===== src/rtl/wseq_pkg.sv =====
package wseq_pkg;
  typedef enum logic [2:0] {
    ST_IDLE   = 3'd0,
    ST_READ   = 3'd1,
    ST_LOAD   = 3'd2,
    ST_ARM    = 3'd3,
    ST_DISARM = 3'd4,
    ST_SPACE  = 3'd5,
    ST_DONE   = 3'd6
  } wseq_state_e;
endpackage


===== src/rtl/wseq_rst_sync.sv =====
module wseq_rst_sync #(
  parameter int STAGES = 2
) (
  input  logic clk,
  input  logic rst_n,
  output logic rst_sync_n
);
  logic [STAGES-1:0] chain_q;

  for (genvar g = 0; g < STAGES; g++) begin : g_stage
    if (g == 0) begin : g_first
      always_ff @(posedge clk or negedge rst_n) begin
        if (!rst_n) chain_q[0] <= 1'b0;
        else        chain_q[0] <= 1'b1;
      end
    end else begin : g_next
      always_ff @(posedge clk or negedge rst_n) begin
        if (!rst_n) chain_q[g] <= 1'b0;
        else        chain_q[g] <= chain_q[g-1];
      end
    end
  end

  assign rst_sync_n = chain_q[STAGES-1];
endmodule


===== src/rtl/wseq_index_ctr.sv =====
module wseq_index_ctr #(
  parameter int CNT_W = 16
) (
  input  logic             clk,
  input  logic             rst_n,
  input  logic             clr_i,
  input  logic             inc_i,
  input  logic [CNT_W-1:0] len_i,
  output logic [CNT_W-1:0] idx_o,
  output logic             last_o,
  output logic             len_zero_o
);
  localparam int EXT_W = CNT_W + 1;

  logic [CNT_W-1:0] idx_q, idx_d;
  logic [EXT_W-1:0] idx_next_ext;

  assign idx_next_ext = {1'b0, idx_q} + EXT_W'(1);
  assign last_o       = idx_next_ext >= {1'b0, len_i};
  assign len_zero_o   = (len_i == '0);

  always_comb begin
    idx_d = idx_q;
    if (clr_i)      idx_d = '0;
    else if (inc_i) idx_d = idx_next_ext[CNT_W-1:0];
  end

  always_ff @(posedge clk or negedge rst_n) begin
    if (!rst_n)              idx_q <= '0;
    else if (clr_i || inc_i) idx_q <= idx_d;
  end

  assign idx_o = idx_q;

  // the controller never steps past the final sample
  a_r2_no_step_past_last: assert property (@(posedge clk) disable iff (!rst_n)
    inc_i |-> !last_o);
endmodule


===== src/rtl/wseq_gap_timer.sv =====
module wseq_gap_timer #(
  parameter int TMR_W = 16
) (
  input  logic             clk,
  input  logic             rst_n,
  input  logic             clr_i,
  input  logic             inc_i,
  input  logic [TMR_W-1:0] spacing_i,
  output logic [TMR_W-1:0] tmr_o,
  output logic             done_o
);
  logic [TMR_W-1:0] tmr_q, tmr_d;

  assign done_o = tmr_q >= spacing_i;

  always_comb begin
    tmr_d = tmr_q;
    if (clr_i)      tmr_d = '0;
    else if (inc_i) tmr_d = tmr_q + TMR_W'(1);
  end

  always_ff @(posedge clk or negedge rst_n) begin
    if (!rst_n)              tmr_q <= '0;
    else if (clr_i || inc_i) tmr_q <= tmr_d;
  end

  assign tmr_o = tmr_q;

  // counting only happens below the programmed gap, so the timer cannot wrap
  a_r5_timer_below_limit: assert property (@(posedge clk) disable iff (!rst_n)
    inc_i |-> (tmr_o < spacing_i));
endmodule


===== src/rtl/wseq_sample_reg.sv =====
module wseq_sample_reg #(
  parameter int DATA_W = 24
) (
  input  logic              clk,
  input  logic              rst_n,
  input  logic              load_i,
  input  logic [DATA_W-1:0] data_i,
  output logic [DATA_W-1:0] tx_o
);
  logic [DATA_W-1:0] tx_q;

  always_ff @(posedge clk or negedge rst_n) begin
    if (!rst_n)      tx_q <= '0;
    else if (load_i) tx_q <= data_i;
  end

  assign tx_o = tx_q;
endmodule


===== src/rtl/wseq_ctrl_fsm.sv =====
module wseq_ctrl_fsm
  import wseq_pkg::*;
(
  input  logic clk,
  input  logic rst_n,
  input  logic run_i,
  input  logic loop_i,
  input  logic spi_ready_i,
  input  logic spi_finished_i,
  input  logic len_zero_i,
  input  logic idx_last_i,
  input  logic tmr_done_i,
  output logic idx_clr_o,
  output logic idx_inc_o,
  output logic tmr_clr_o,
  output logic tmr_inc_o,
  output logic mem_rd_o,
  output logic tx_load_o,
  output logic spi_arm_o,
  output logic ready_o,
  output logic finished_o
);
  wseq_state_e state_q, state_d;

  always_comb begin
    state_d   = state_q;
    idx_clr_o = 1'b0;
    idx_inc_o = 1'b0;
    tmr_clr_o = 1'b0;
    tmr_inc_o = 1'b0;
    unique case (state_q)
      ST_IDLE: begin
        tmr_clr_o = 1'b1;
        if (run_i) state_d = len_zero_i ? ST_DONE : ST_READ;
      end
      ST_READ:   state_d = ST_LOAD;
      ST_LOAD:   state_d = ST_ARM;
      ST_ARM:    if (spi_finished_i) state_d = ST_DISARM;
      ST_DISARM: begin
        if (spi_ready_i) begin
          if (!run_i) begin
            state_d   = ST_IDLE;
            idx_clr_o = 1'b1;
          end else if (idx_last_i && !loop_i) begin
            state_d = ST_DONE;
          end else begin
            state_d   = ST_SPACE;
            tmr_clr_o = 1'b1;
            idx_clr_o = idx_last_i;
            idx_inc_o = !idx_last_i;
          end
        end
      end
      ST_SPACE: begin
        if (!run_i) begin
          state_d   = ST_IDLE;
          idx_clr_o = 1'b1;
        end else if (tmr_done_i) begin
          state_d = ST_READ;
        end else begin
          tmr_inc_o = 1'b1;
        end
      end
      ST_DONE: begin
        if (!run_i) begin
          state_d   = ST_IDLE;
          idx_clr_o = 1'b1;
        end
      end
      default: state_d = ST_IDLE;
    endcase
  end

  always_ff @(posedge clk or negedge rst_n) begin
    if (!rst_n) state_q <= ST_IDLE;
    else        state_q <= state_d;
  end

  assign mem_rd_o   = (state_q == ST_READ);
  assign tx_load_o  = (state_q == ST_LOAD);
  assign spi_arm_o  = (state_q == ST_ARM);
  assign finished_o = (state_q == ST_DONE);
  assign ready_o    = (state_q == ST_IDLE) && !run_i;

  // a transfer is never abandoned before the master reports completion
  a_r3_arm_held: assert property (@(posedge clk) disable iff (!rst_n)
    (spi_arm_o && !spi_finished_i) |=> spi_arm_o);
  // each fetch is a single-cycle strobe
  a_r2_read_pulse: assert property (@(posedge clk) disable iff (!rst_n)
    mem_rd_o |=> !mem_rd_o);
  // completion holds while run stays high
  a_r6_finished_sticky: assert property (@(posedge clk) disable iff (!rst_n)
    (finished_o && run_i) |=> finished_o);
  // ready excludes finished and an armed transfer
  a_r10_ready_exclusive: assert property (@(posedge clk) disable iff (!rst_n)
    ready_o |-> (!finished_o && !spi_arm_o));
  // a looping pass never reports completion
  a_r7_loop_no_finish: assert property (@(posedge clk) disable iff (!rst_n)
    (loop_i && $past(loop_i) && !$past(finished_o)) |-> !$rose(finished_o));
endmodule


===== src/rtl/wave_seq_spi.sv =====
module wave_seq_spi #(
  parameter int DATA_W      = 24,
  parameter int CNT_W       = 16,
  parameter int TMR_W       = 16,
  parameter int SYNC_STAGES = 2
) (
  input  logic              clk,
  input  logic              rst_n,
  input  logic              run_i,
  input  logic              loop_i,
  input  logic [CNT_W-1:0]  wave_len_i,
  input  logic [TMR_W-1:0]  spacing_i,
  output logic              mem_rd_o,
  output logic [CNT_W-1:0]  mem_addr_o,
  input  logic [DATA_W-1:0] mem_data_i,
  output logic [DATA_W-1:0] spi_tx_o,
  output logic              spi_arm_o,
  input  logic              spi_ready_i,
  input  logic              spi_finished_i,
  output logic [CNT_W-1:0]  index_o,
  output logic [TMR_W-1:0]  timer_o,
  output logic              ready_o,
  output logic              finished_o
);
  logic srst_n;
  logic idx_clr, idx_inc, idx_last, len_zero;
  logic tmr_clr, tmr_inc, tmr_done;
  logic tx_load;

  wseq_rst_sync #(.STAGES(SYNC_STAGES)) rst_sync_i (
    .clk(clk), .rst_n(rst_n), .rst_sync_n(srst_n)
  );

  wseq_ctrl_fsm ctrl_i (
    .clk(clk), .rst_n(srst_n),
    .run_i(run_i), .loop_i(loop_i),
    .spi_ready_i(spi_ready_i), .spi_finished_i(spi_finished_i),
    .len_zero_i(len_zero), .idx_last_i(idx_last), .tmr_done_i(tmr_done),
    .idx_clr_o(idx_clr), .idx_inc_o(idx_inc),
    .tmr_clr_o(tmr_clr), .tmr_inc_o(tmr_inc),
    .mem_rd_o(mem_rd_o), .tx_load_o(tx_load), .spi_arm_o(spi_arm_o),
    .ready_o(ready_o), .finished_o(finished_o)
  );

  wseq_index_ctr #(.CNT_W(CNT_W)) idx_i (
    .clk(clk), .rst_n(srst_n), .clr_i(idx_clr), .inc_i(idx_inc),
    .len_i(wave_len_i), .idx_o(index_o), .last_o(idx_last), .len_zero_o(len_zero)
  );

  wseq_gap_timer #(.TMR_W(TMR_W)) tmr_i (
    .clk(clk), .rst_n(srst_n), .clr_i(tmr_clr), .inc_i(tmr_inc),
    .spacing_i(spacing_i), .tmr_o(timer_o), .done_o(tmr_done)
  );

  wseq_sample_reg #(.DATA_W(DATA_W)) txreg_i (
    .clk(clk), .rst_n(srst_n), .load_i(tx_load),
    .data_i(mem_data_i), .tx_o(spi_tx_o)
  );

  assign mem_addr_o = index_o;

  // the transmitted word is frozen for the whole armed interval
  a_r3_tx_stable: assert property (@(posedge clk) disable iff (!srst_n)
    (spi_arm_o && $past(spi_arm_o)) |-> $stable(spi_tx_o));
  // a zero length never produces a fetch
  a_r9_zero_len_no_read: assert property (@(posedge clk) disable iff (!srst_n)
    mem_rd_o |-> (mem_addr_o < wave_len_i));
endmodule


===== config.mk =====
export PLATFORM = sky130hd
export DESIGN_NAME = wave_seq_spi
export DESIGN_NICKNAME = d
export VERILOG_FILES = /design/src/rtl/wseq_pkg.sv /design/src/rtl/wseq_rst_sync.sv /design/src/rtl/wseq_index_ctr.sv /design/src/rtl/wseq_gap_timer.sv /design/src/rtl/wseq_sample_reg.sv /design/src/rtl/wseq_ctrl_fsm.sv /design/src/rtl/wave_seq_spi.sv
export SDC_FILE = /design/constraint.sdc
export NUM_CORES = 1
export LEC_CHECK = 0
export ABC_CLOCK_PERIOD_IN_PS = 2500
export BUFFER_PORTS_ARGS = -buffer_cell sky130_fd_sc_hd__clkbuf_2
export CAP_MARGIN = 20
export CORE_ASPECT_RATIO = 1.2
export CORE_MARGIN = 2
export CORE_UTILIZATION = 53
export CTS_BUF_LIST = sky130_fd_sc_hd__clkbuf_8
export CTS_CLUSTER_DIAMETER = 60
export DETAILED_ROUTE_END_ITERATION = 10
export PLACE_DENSITY_LB_ADDON = 0.08
export REMOVE_ABC_BUFFERS = 1
export SETUP_SLACK_MARGIN = 0.5
export SLEW_MARGIN = 40
export SYNTH_ARGS = -nofsm -noshare
export SYNTH_HDL_FRONTEND = slang
export SYNTH_SLANG_ARGS = --single-unit

===== constraint.sdc =====
create_clock -name clk -period 2.5 [get_ports clk]
set_input_delay 0.5 -clock clk [delete_from_list [all_inputs] [get_ports clk]]
set_output_delay 0.5 -clock clk [all_outputs]
set_load 0.1 [all_outputs]

==> results of run 1 <==
through the flow:
| step | std cells | power, W | setup slack, ns |
|---|---|---|---|
| 2_1_floorplan | 404 | 0.00387 | -2.48 |
| 3_3_place_gp | 696 | 0.00442 | -0.656 |
| 3_5_place_dp | 696 | 0.00446 | -0.786 |
| 4_1_cts | 740 | 0.00573 | -0.621 |
| 5_1_grt | 745 | 0.00600 | -0.863 |
| 6_report | 745 | 0.00577 | -0.773 |
final cells by class:
type,count,area [um^2],share of cell area
multi-input cells,308,2620,0.425
clock inverters,5,82.6,0.0134
well taps,92,115,0.0187
repair buffers,230,1520,0.246
inverters,38,145,0.0235
flip-flops and latches,61,1530,0.248
clock buffers,11,151,0.0245
registers in the layout (all words and copies together), names as in the netlist:
name / count
ctrl_i.state_q: 3
rst_sync_i.chain_q: 1
tmr_i.tmr_o: 16
idx_i.idx_o: 16
txreg_i.tx_o: 24
rst_sync_i.rst_sync_n: 1
worst min-delay path by stage:
stage	endpoint	slack [ns]	cells after the start
finish	idx_i.idx_o[3]$_DFFE_PN0P_	0.18	0
global route	idx_i.idx_o[3]$_DFFE_PN0P_	0.22	0
CTS	idx_i.idx_o[3]$_DFFE_PN0P_	0.20	0
detailed placement	idx_i.idx_o[5]$_DFFE_PN0P_	0.20	0
global placement	idx_i.idx_o[5]$_DFFE_PN0P_	0.20	0
floorplan	rst_sync_i.chain_q[0]$_DFF_PN0_	0.20	0
routing by layer:
layer  up-vias  global-route usage  routed length, um
li1       2042                   -                  -
met1      2112               0.370               5390
met2       189               0.489               6440
met3        40              0.0603                762
met4         0              0.0952                361
met5         -                   0                  0
report_power, final:
part / switching [W] / internal, W
clock network: 0.000399 / 0.000615
registers: 0.000153 / 0.00123
logic: 0.00252 / 0.000850
cell usage in the layout, fill, tap and decap left out, types with 7 or more instances in the layout:
cell and instances:
inv_1 36, ha_1 33, a21oi_1 12, or3_1 7, or4_4 11, o31ai_1 20
o21ai_0 15, a21oi_2 14, nor2_1 10, clkbuf_2 131, nand4_1 15, mux2_2 24
nand2_1 19, buf_4 81, clkbuf_8 12, nand3_1 8, dfrtp_1 58, a211oi_2 17
xnor2_1 12, or4_1 9
logic make-up after synthesis:
group | count (synthesis)
flip-flops | 61
multiplexers | 26
XOR/XNOR | 15
AO/OA/AOI/OAI | 103
other | 1
AND/OR/NAND/NOR | 126
buffers and inverters | 73
adder cells (fa/ha/maj) | 34
repair_timing:
item / in CTS / in global routing
cloned: 4 / 1
hold endpoints to repair: 2 / 0
pin swaps: 17 / 20
buffers inserted: 23 / 4
setup endpoints to repair: 39 / 40
resized for setup: 49 / 43
hold buffers: 1 / 0
==> metrics, run 1 <==
Distinct cells, synth=58; most instantiated cells after synthesis=dfrtp_1, inv_1, ha_1; die width=85.1 um; antenna violations before repair=0; simple logic cell fraction of the synthesized area=0.180; top cells by area in the synthesized netlist=dfrtp_1, ha_1, mux2_2; number of search-and-repair iterations in the first detailed-routing pass=5; largest incremental delay on the critical path=0.46 ns; type of the most critical hold path=register to asynchronous set/reset pin; CTS Root Cell=clkbuf_8; cell with the largest stage delay on the worst path=or3b_4; Adder-Cell Fraction of Synth Area=0.102; yosys synthesis warning count=0; worst-skew pair later-pin latency=0.34 ns; minimum setup slack in the final design=-0.773 ns; largest vdd supply drop=1.33 mV; die outline height=101 um; Hold Worst Slack=0.185 ns; clock sink count=61; RSZ-0062 raised after global routing=yes; critical path arrival=3.51 ns; CTS tree=yes; global-route wire length before repair=20.1 mm; final cell area excluding filler cells=0.00617 mm^2; required time worst endpoint=2.74 ns; area delta synth->final=47.3%; total placed instance area=0.00528 mm^2; Final Cycle Share=1.31; first-iteration detailed-routing DRC count=308; final hold viol count=0; most prevalent standard cell on the critical path=buf_4; remaining design rule violation count=0; number of maximum-capacitance violations=0; number of input and output port buffers inserted=137; post-synthesis xor/xnor area fraction=0.0314; overall overflow remaining after global route=0; overall track demand over capacity in global routing=0.289; main combinational cell family by area after synthesis=simple AND/OR/NAND/NOR gates; post-synthesis instance total=439; launch point of the critical path=idx_i.idx_o[1]$_DFFE_PN0P_; dominant cell by count in the synthesized netlist=dfrtp_1; R2R depth=12; failing checks=negative setup slack; netlist area before placement=0.00419 mm^2; total via count after detailed routing=4383; fill count=485; Die ar.=0.00863 mm^2; category of the most critical setup path=register to register; final net count=744; clock slew at reported path FFs=0.08 ns; DP HPWL=8.08 mm; remaining number of nets flagged by the antenna check after routing=0; launching element type of the critical path=register; critical path buffer and inverter count=2; starting density of the core=0.546; row count=35; flop2flop setup slack=-0.77 ns; post-synthesis average cell area=9.54 um^2; number of buffers created by CTS=9; worst-path maximum fanout=7; end of the worst register-to-register path=idx_i.idx_o[2]$_DFFE_PN0P_; status=complete, but fails checks; routed vias/inst=5.88; Core Footprint=0.00766 mm^2; crit end category=register; Post-synth EDFFs=0; multiplexer share of the synthesized area=0.0693; last weighted congestion value of the routability-driven placer=0.869; Critical Path, Cell by Cell=nand3_2 -> buf_4 -> buf_4 -> or2_2 -> xnor2_2 -> ha_1 -> nand2_1 -> o21a_1 -> o21ai_2 -> or3b_4 -> or4_4 -> a211oi_2; worst flop-to-flop path startpoint=idx_i.idx_o[1]$_DFFE_PN0P_; Worst Clk Skew=0.0164 ns; detailed-route wire length=13.0 mm; sequential cell area fraction in the yosys report=0.365; number of cells on the critical path=12; maximum operating frequency=306 MHz; Worst path top cell family by delay=simple AND/OR/NAND/NOR gates; power density over the cells=935 mW/mm^2; Lkg Pwr=3.06 nW; Max-slew headroom=0.620; number of global-route vias before repair=4257; timing endpoint of the critical path=idx_i.idx_o[2]$_DFFE_PN0P_; pin count of the biggest net entering global routing=26; total negative slack=-23.86 ns; Slew @ Worst Pin=0.573 ns; count of final setup violators=34; FF+latch count, synth=61; ys async rst share=1.00; largest buffer count on any clock path=2; H-tree levels=3; Min Clock Period, post-route=3.27 ns; number of pins exceeding their max-slew limit in the final report=0; share of the synthesized area in the top cell type=0.365; post-route core utilization=0.805; Compound-Gate Fraction of Synth Area=0.166; antenna cell count=0; ratio of cells with drive above 1 in the final layout=0.531; prevailing post-synth register cell=dfrtp_1; IO Count=138; Routed WL per cell=17.4 um; library cell with the largest summed area after synthesis=dfrtp_1
Note: power is estimated with default switching activity, not from simulation.
==> inputs of run 2 (changes only) <==
--- a/config.mk
+++ b/config.mk
@@ -5,11 +5,11 @@
 export SDC_FILE = /design/constraint.sdc
 export NUM_CORES = 1
 export LEC_CHECK = 0
-export ABC_CLOCK_PERIOD_IN_PS = 2500
+export ABC_CLOCK_PERIOD_IN_PS = 3600
 export BUFFER_PORTS_ARGS = -buffer_cell sky130_fd_sc_hd__clkbuf_2
 export CAP_MARGIN = 20
 export CORE_ASPECT_RATIO = 1.2
-export CORE_MARGIN = 2
+export CORE_MARGIN = 1.5
 export CORE_UTILIZATION = 53
 export CTS_BUF_LIST = sky130_fd_sc_hd__clkbuf_8
 export CTS_CLUSTER_DIAMETER = 60
@@ -20,4 +20,5 @@
 export SLEW_MARGIN = 40
 export SYNTH_ARGS = -nofsm -noshare
 export SYNTH_HDL_FRONTEND = slang
+export SYNTH_HIERARCHICAL = 1
 export SYNTH_SLANG_ARGS = --single-unit
==> constraint.sdc (replaced) <==
create_clock -name clk -period 3.6 [get_ports clk]
set_input_delay 0.72 -clock clk [delete_from_list [all_inputs] [get_ports clk]]
set_output_delay 0.72 -clock clk [all_outputs]
set_load 0.1 [all_outputs]
==> run 2 against run 1 <==
Compared with the run above:
- the flow still finishes with violations (negative setup slack)
- core utilization is 7.4 points lower
- sequential share of layout area up 2.3 points
- maximum frequency down 9.3%
- register-to-register slack better by 0.77 ns
- non-clock buffer count shrank 42
- clock power decreased by 32%
- power shrank 28%
- worst hold slack worse by 0.023 ns
- clock skew shrank 0.0035 ns
- critical path depth grew 4
- final cell count is 8.2% lower
- largest power group unchanged
==> metrics, run 2 <==
launching element type of the critical path=register (unchanged); antenna violations before repair=0 (unchanged); number of search-and-repair iterations in the first detailed-routing pass=4 (was 5); post-synthesis average cell area=9.88 um^2 (was 9.54 um^2); Core Footprint=0.00771 mm^2 (was 0.00766 mm^2); clock sink count=61 (unchanged); DP HPWL=7.46 mm (was 8.08 mm); fill count=591 (was 485); post-synthesis instance total=428 (was 439); remaining number of nets flagged by the antenna check after routing=0 (unchanged); top cells by area in the synthesized netlist=dfrtp_1, ha_1, mux2_4 (was dfrtp_1, ha_1, mux2_2); Post-synth EDFFs=0 (unchanged); routed vias/inst=5.43 (was 5.88); Distinct cells, synth=53 (was 58); proportion of total power due to net switching=0.532 (about the same); most common cell after layout, fill and taps aside=clkbuf_2 (unchanged); number of pins exceeding their max-slew limit in the final report=0 (unchanged); sequential cell area=0.00153 mm^2 (about the same); yosys synthesis warning count=6 (was 0); cell count after placement=648 (was 696); R2R depth=16 (was 12); CTS Root Cell=clkbuf_8 (unchanged); antenna cell count=0 (unchanged); total via count after detailed routing=3717 (was 4383); type of the most critical hold path=input port to asynchronous set/reset pin (was register to asynchronous set/reset pin); most frequent cells in the layout=clkbuf_2, dfrtp_1, buf_4, inv_1, ha_1 (was clkbuf_2, buf_4, dfrtp_1, inv_1, ha_1); count of final setup violators=2 (was 34); first-iteration detailed-routing DRC count=166 (was 308); maximum operating frequency=277 MHz (was 306 MHz); ratio of cells with drive above 1 in the final layout=0.466 (was 0.531); Max-slew headroom=0.630 (was 0.620); remaining design rule violation count=0 (unchanged); Hold Worst Slack=0.162 ns (was 0.185 ns); H-tree levels=3 (unchanged); final hold viol count=0 (unchanged); Final Cycle Share=1.00 (was 1.31); internal power summed over all cells=0.00193 W (was 0.00270 W); die width=84.5 um (was 85.1 um); IO Count=138 (unchanged); Lkg Pwr=2.99 nW (was 3.06 nW); most prevalent standard cell on the critical path=nand3_2 (was buf_4); required time worst endpoint=3.86 ns (was 2.74 ns); flop2flop setup slack=-0.007 ns (was -0.77 ns); Comb power frac=0.589 (was 0.584); die outline height=101 um (about the same); library cell with the largest summed area after synthesis=dfrtp_1 (unchanged); post-route insts no fill=684 (was 745); Slew @ Worst Pin=0.555 ns (was 0.573 ns); most instantiated cells after synthesis=dfrtp_1, nor2_1, inv_1 (was dfrtp_1, inv_1, ha_1); cell with the largest stage delay on the worst path=dfrtp_1 (was or3b_4); Die ar.=0.00853 mm^2 (was 0.00863 mm^2); final net count=683 (was 744); number of input and output port buffers inserted=137 (unchanged); launch point of the critical path=idx_i/idx_o[0]$_DFFE_PN0P_ (was idx_i.idx_o[1]$_DFFE_PN0P_); reported net switching power=0.00219 W (was 0.00307 W); Seq pwr share=0.246 (was 0.240); FF+latch count, synth=61 (unchanged); largest buffer count on any clock path=2 (unchanged); minimum setup slack in the final design=-0.00714 ns (was -0.773 ns); pin count of the biggest net entering global routing=36 (was 26); row count=35 (unchanged); number of maximum-capacitance violations=0 (unchanged); detailed-route wire length=10.7 mm (was 13.0 mm); Routed WL per cell=15.7 um (was 17.4 um); power density over the cells=732 mW/mm^2 (was 935 mW/mm^2); area delta synth->final=33.3% (was 47.3%); critical path arrival=3.87 ns (was 3.51 ns); largest incremental delay on the critical path=0.38 ns (was 0.46 ns); number of global-route vias before repair=3706 (was 4257); ys async rst share=1.00 (unchanged); worst flop-to-flop path startpoint=idx_i/idx_o[0]$_DFFE_PN0P_ (was idx_i.idx_o[1]$_DFFE_PN0P_); CTS tree=yes (unchanged); dominant cell by count in the synthesized netlist=dfrtp_1 (unchanged); share of the synthesized area in the top cell type=0.361 (was 0.365); overall overflow remaining after global route=0 (unchanged); timing endpoint of the critical path=tmr_i/tmr_o[13]$_DFFE_PN0P_ (was idx_i.idx_o[2]$_DFFE_PN0P_); share of power burned in the clock network=0.165 (was 0.176); worst-skew pair later-pin latency=0.34 ns (about the same); prevailing post-synth register cell=dfrtp_1 (unchanged); crit end category=register (unchanged); largest vdd supply drop=0.686 mV (was 1.33 mV); Critical Path, Cell by Cell=ha_2 -> and4_4 -> nand4_1 -> nor2_1 -> xor2_1 -> ha_1 -> a21o_1 -> a221oi_2 -> o211ai_1 -> nand2b_1 -> nand3_2 -> a211oi_2 -> o2111a_2 -> nand3_2 -> or3_1 -> a21oi_1 (was nand3_2 -> buf_4 -> buf_4 -> or2_2 -> xnor2_2 -> ha_1 -> nand2_1 -> o21a_1 -> o21ai_2 -> or3b_4 -> or4_4 -> a211oi_2); global-route wire length before repair=16.9 mm (was 20.1 mm); Min Clock Period, post-route=3.61 ns (was 3.27 ns); failing checks=negative setup slack (unchanged); Worst Clk Skew=0.0129 ns (was 0.0164 ns); status=complete, but fails checks (unchanged); multi-input combinational cell area=0.00245 mm^2 (was 0.00262 mm^2); end of the worst register-to-register path=tmr_i/tmr_o[13]$_DFFE_PN0P_ (was idx_i.idx_o[2]$_DFFE_PN0P_); netlist area before placement=0.00423 mm^2 (was 0.00419 mm^2); clock slew at reported path FFs=0.07 ns (was 0.08 ns); sequential cell area fraction in the yosys report=0.361 (was 0.365); worst-path maximum fanout=4 (was 7); category of the most critical setup path=register to register (unchanged); starting density of the core=0.549 (was 0.546); flip-flop count of the largest register, all copies and words added=24 (unchanged); overall track demand over capacity in global routing=0.249 (was 0.289); number of buffers created by CTS=9 (unchanged); RSZ-0062 raised after global routing=yes (unchanged); last weighted congestion value of the routability-driven placer=0.816 (was 0.869)
[run 2: cell types whose count changed after synthesis, sizes merged, moves of 6 or more]
cell and change:
a211oi -16, a21oi -6, buf +10, nor2 +21, o31ai -19, or4 -19, xor2 +23
[run 2: cell families after synthesis]
| kind of cell | synth area share |
|---|---|
| other cells | 0.000887 |
| simple gates | 0.182 |
| mux | 0.0994 |
| compound gates | 0.0781 |
| xor+xnor | 0.0746 |
| buf+inv | 0.104 |
| flops | 0.361 |
| fa+ha+maj | 0.101 |
[run 2: layer usage]
metal,wire (um),GRT usage,part of all wire,vias to the layer above
met5,0,0,0,-
met4,198,0.0881,0.018,0
met3,497,0.0426,0.046,16
met2,5940,0.474,0.55,119
met1,4080,0.278,0.38,1797
li1,-,-,-,1785
[run 2: area by class of cell]
class                   instances  area share
well taps                      92      0.0204
clock inverters                 7      0.0173
clock buffers                   9      0.0220
multi-input cells             292       0.435
inverters                      35      0.0246
flip-flops and latches         61       0.271
repair buffers                188       0.209
[run 2: power by group through the flow]
stage,Sequential [W],Clock [W],Combinational [W]
4_1_cts,0.00101,0.000698,0.00231
2_1_floorplan,0.00215,0,0.000692
3_3_place_gp,0.00102,0,0.00218
5_1_grt,0.00104,0.000730,0.00252
3_5_place_dp,0.00102,0,0.00221
6_report,0.00102,0.000682,0.00243
[run 2: worst min-delay path by stage]
| stage | from | to | slack [ns] | cells past startpoint |
|---|---|---|---|---|
| after floorplan | rst_sync_i/chain_q[0]$_DFF_PN0_ | rst_sync_i/rst_sync_n$_DFF_PN0_ | 0.33 | 0 |
| after global placement | rst_sync_i/rst_sync_n$_DFF_PN0_ | idx_i/idx_o[11]$_DFFE_PN0P_ | 0.27 | 0 |
| after detailed placement | rst_sync_i/rst_sync_n$_DFF_PN0_ | idx_i/idx_o[13]$_DFFE_PN0P_ | 0.28 | 0 |
| after CTS | rst_n | rst_sync_i/chain_q[0]$_DFF_PN0_ | 0.15 | 1 |
| after global routing | rst_n | rst_sync_i/chain_q[0]$_DFF_PN0_ | 0.15 | 1 |
| final | rst_n | rst_sync_i/chain_q[0]$_DFF_PN0_ | 0.16 | 1 |
[run 2: metrics by stage]
step / utilization / instance area (um^2) / setup TNS (ns) / setup slack [ns] / power [W]
6_report: 0.731 / 5640 / -0.00926 / -0.00714 / 0.00413
5_1_grt: 0.731 / 5640 / -1.13 / -0.125 / 0.00429
4_1_cts: 0.707 / 5450 / 0 / 0.188 / 0.00402
3_5_place_dp: 0.644 / 4960 / -0.0205 / -0.0202 / 0.00323
3_3_place_gp: 0.644 / 4960 / 0 / 0.0764 / 0.00320
2_1_floorplan: - / 3920 / -64.94 / -2.60 / 0.00284
[run 2: worst max-delay path: cells and delay by family (launching register included)]
kind | cells | cell delay [ns]
fa+ha+maj | 2 | 0.46
xor+xnor | 1 | 0.16
flops | 1 | 0.38
simple gates | 7 | 1.18
compound gates | 6 | 1.34
[run 2: timing repair]
| action | in CTS | in global routing |
|---|---|---|
| pin swaps | 28 | 18 |
| cloned | 1 | 1 |
| hold buffers | 0 | 0 |
| setup endpoints to repair | 27 | 34 |
| gates resized for setup | 33 | 36 |
| buffers inserted | 15 | 3 |
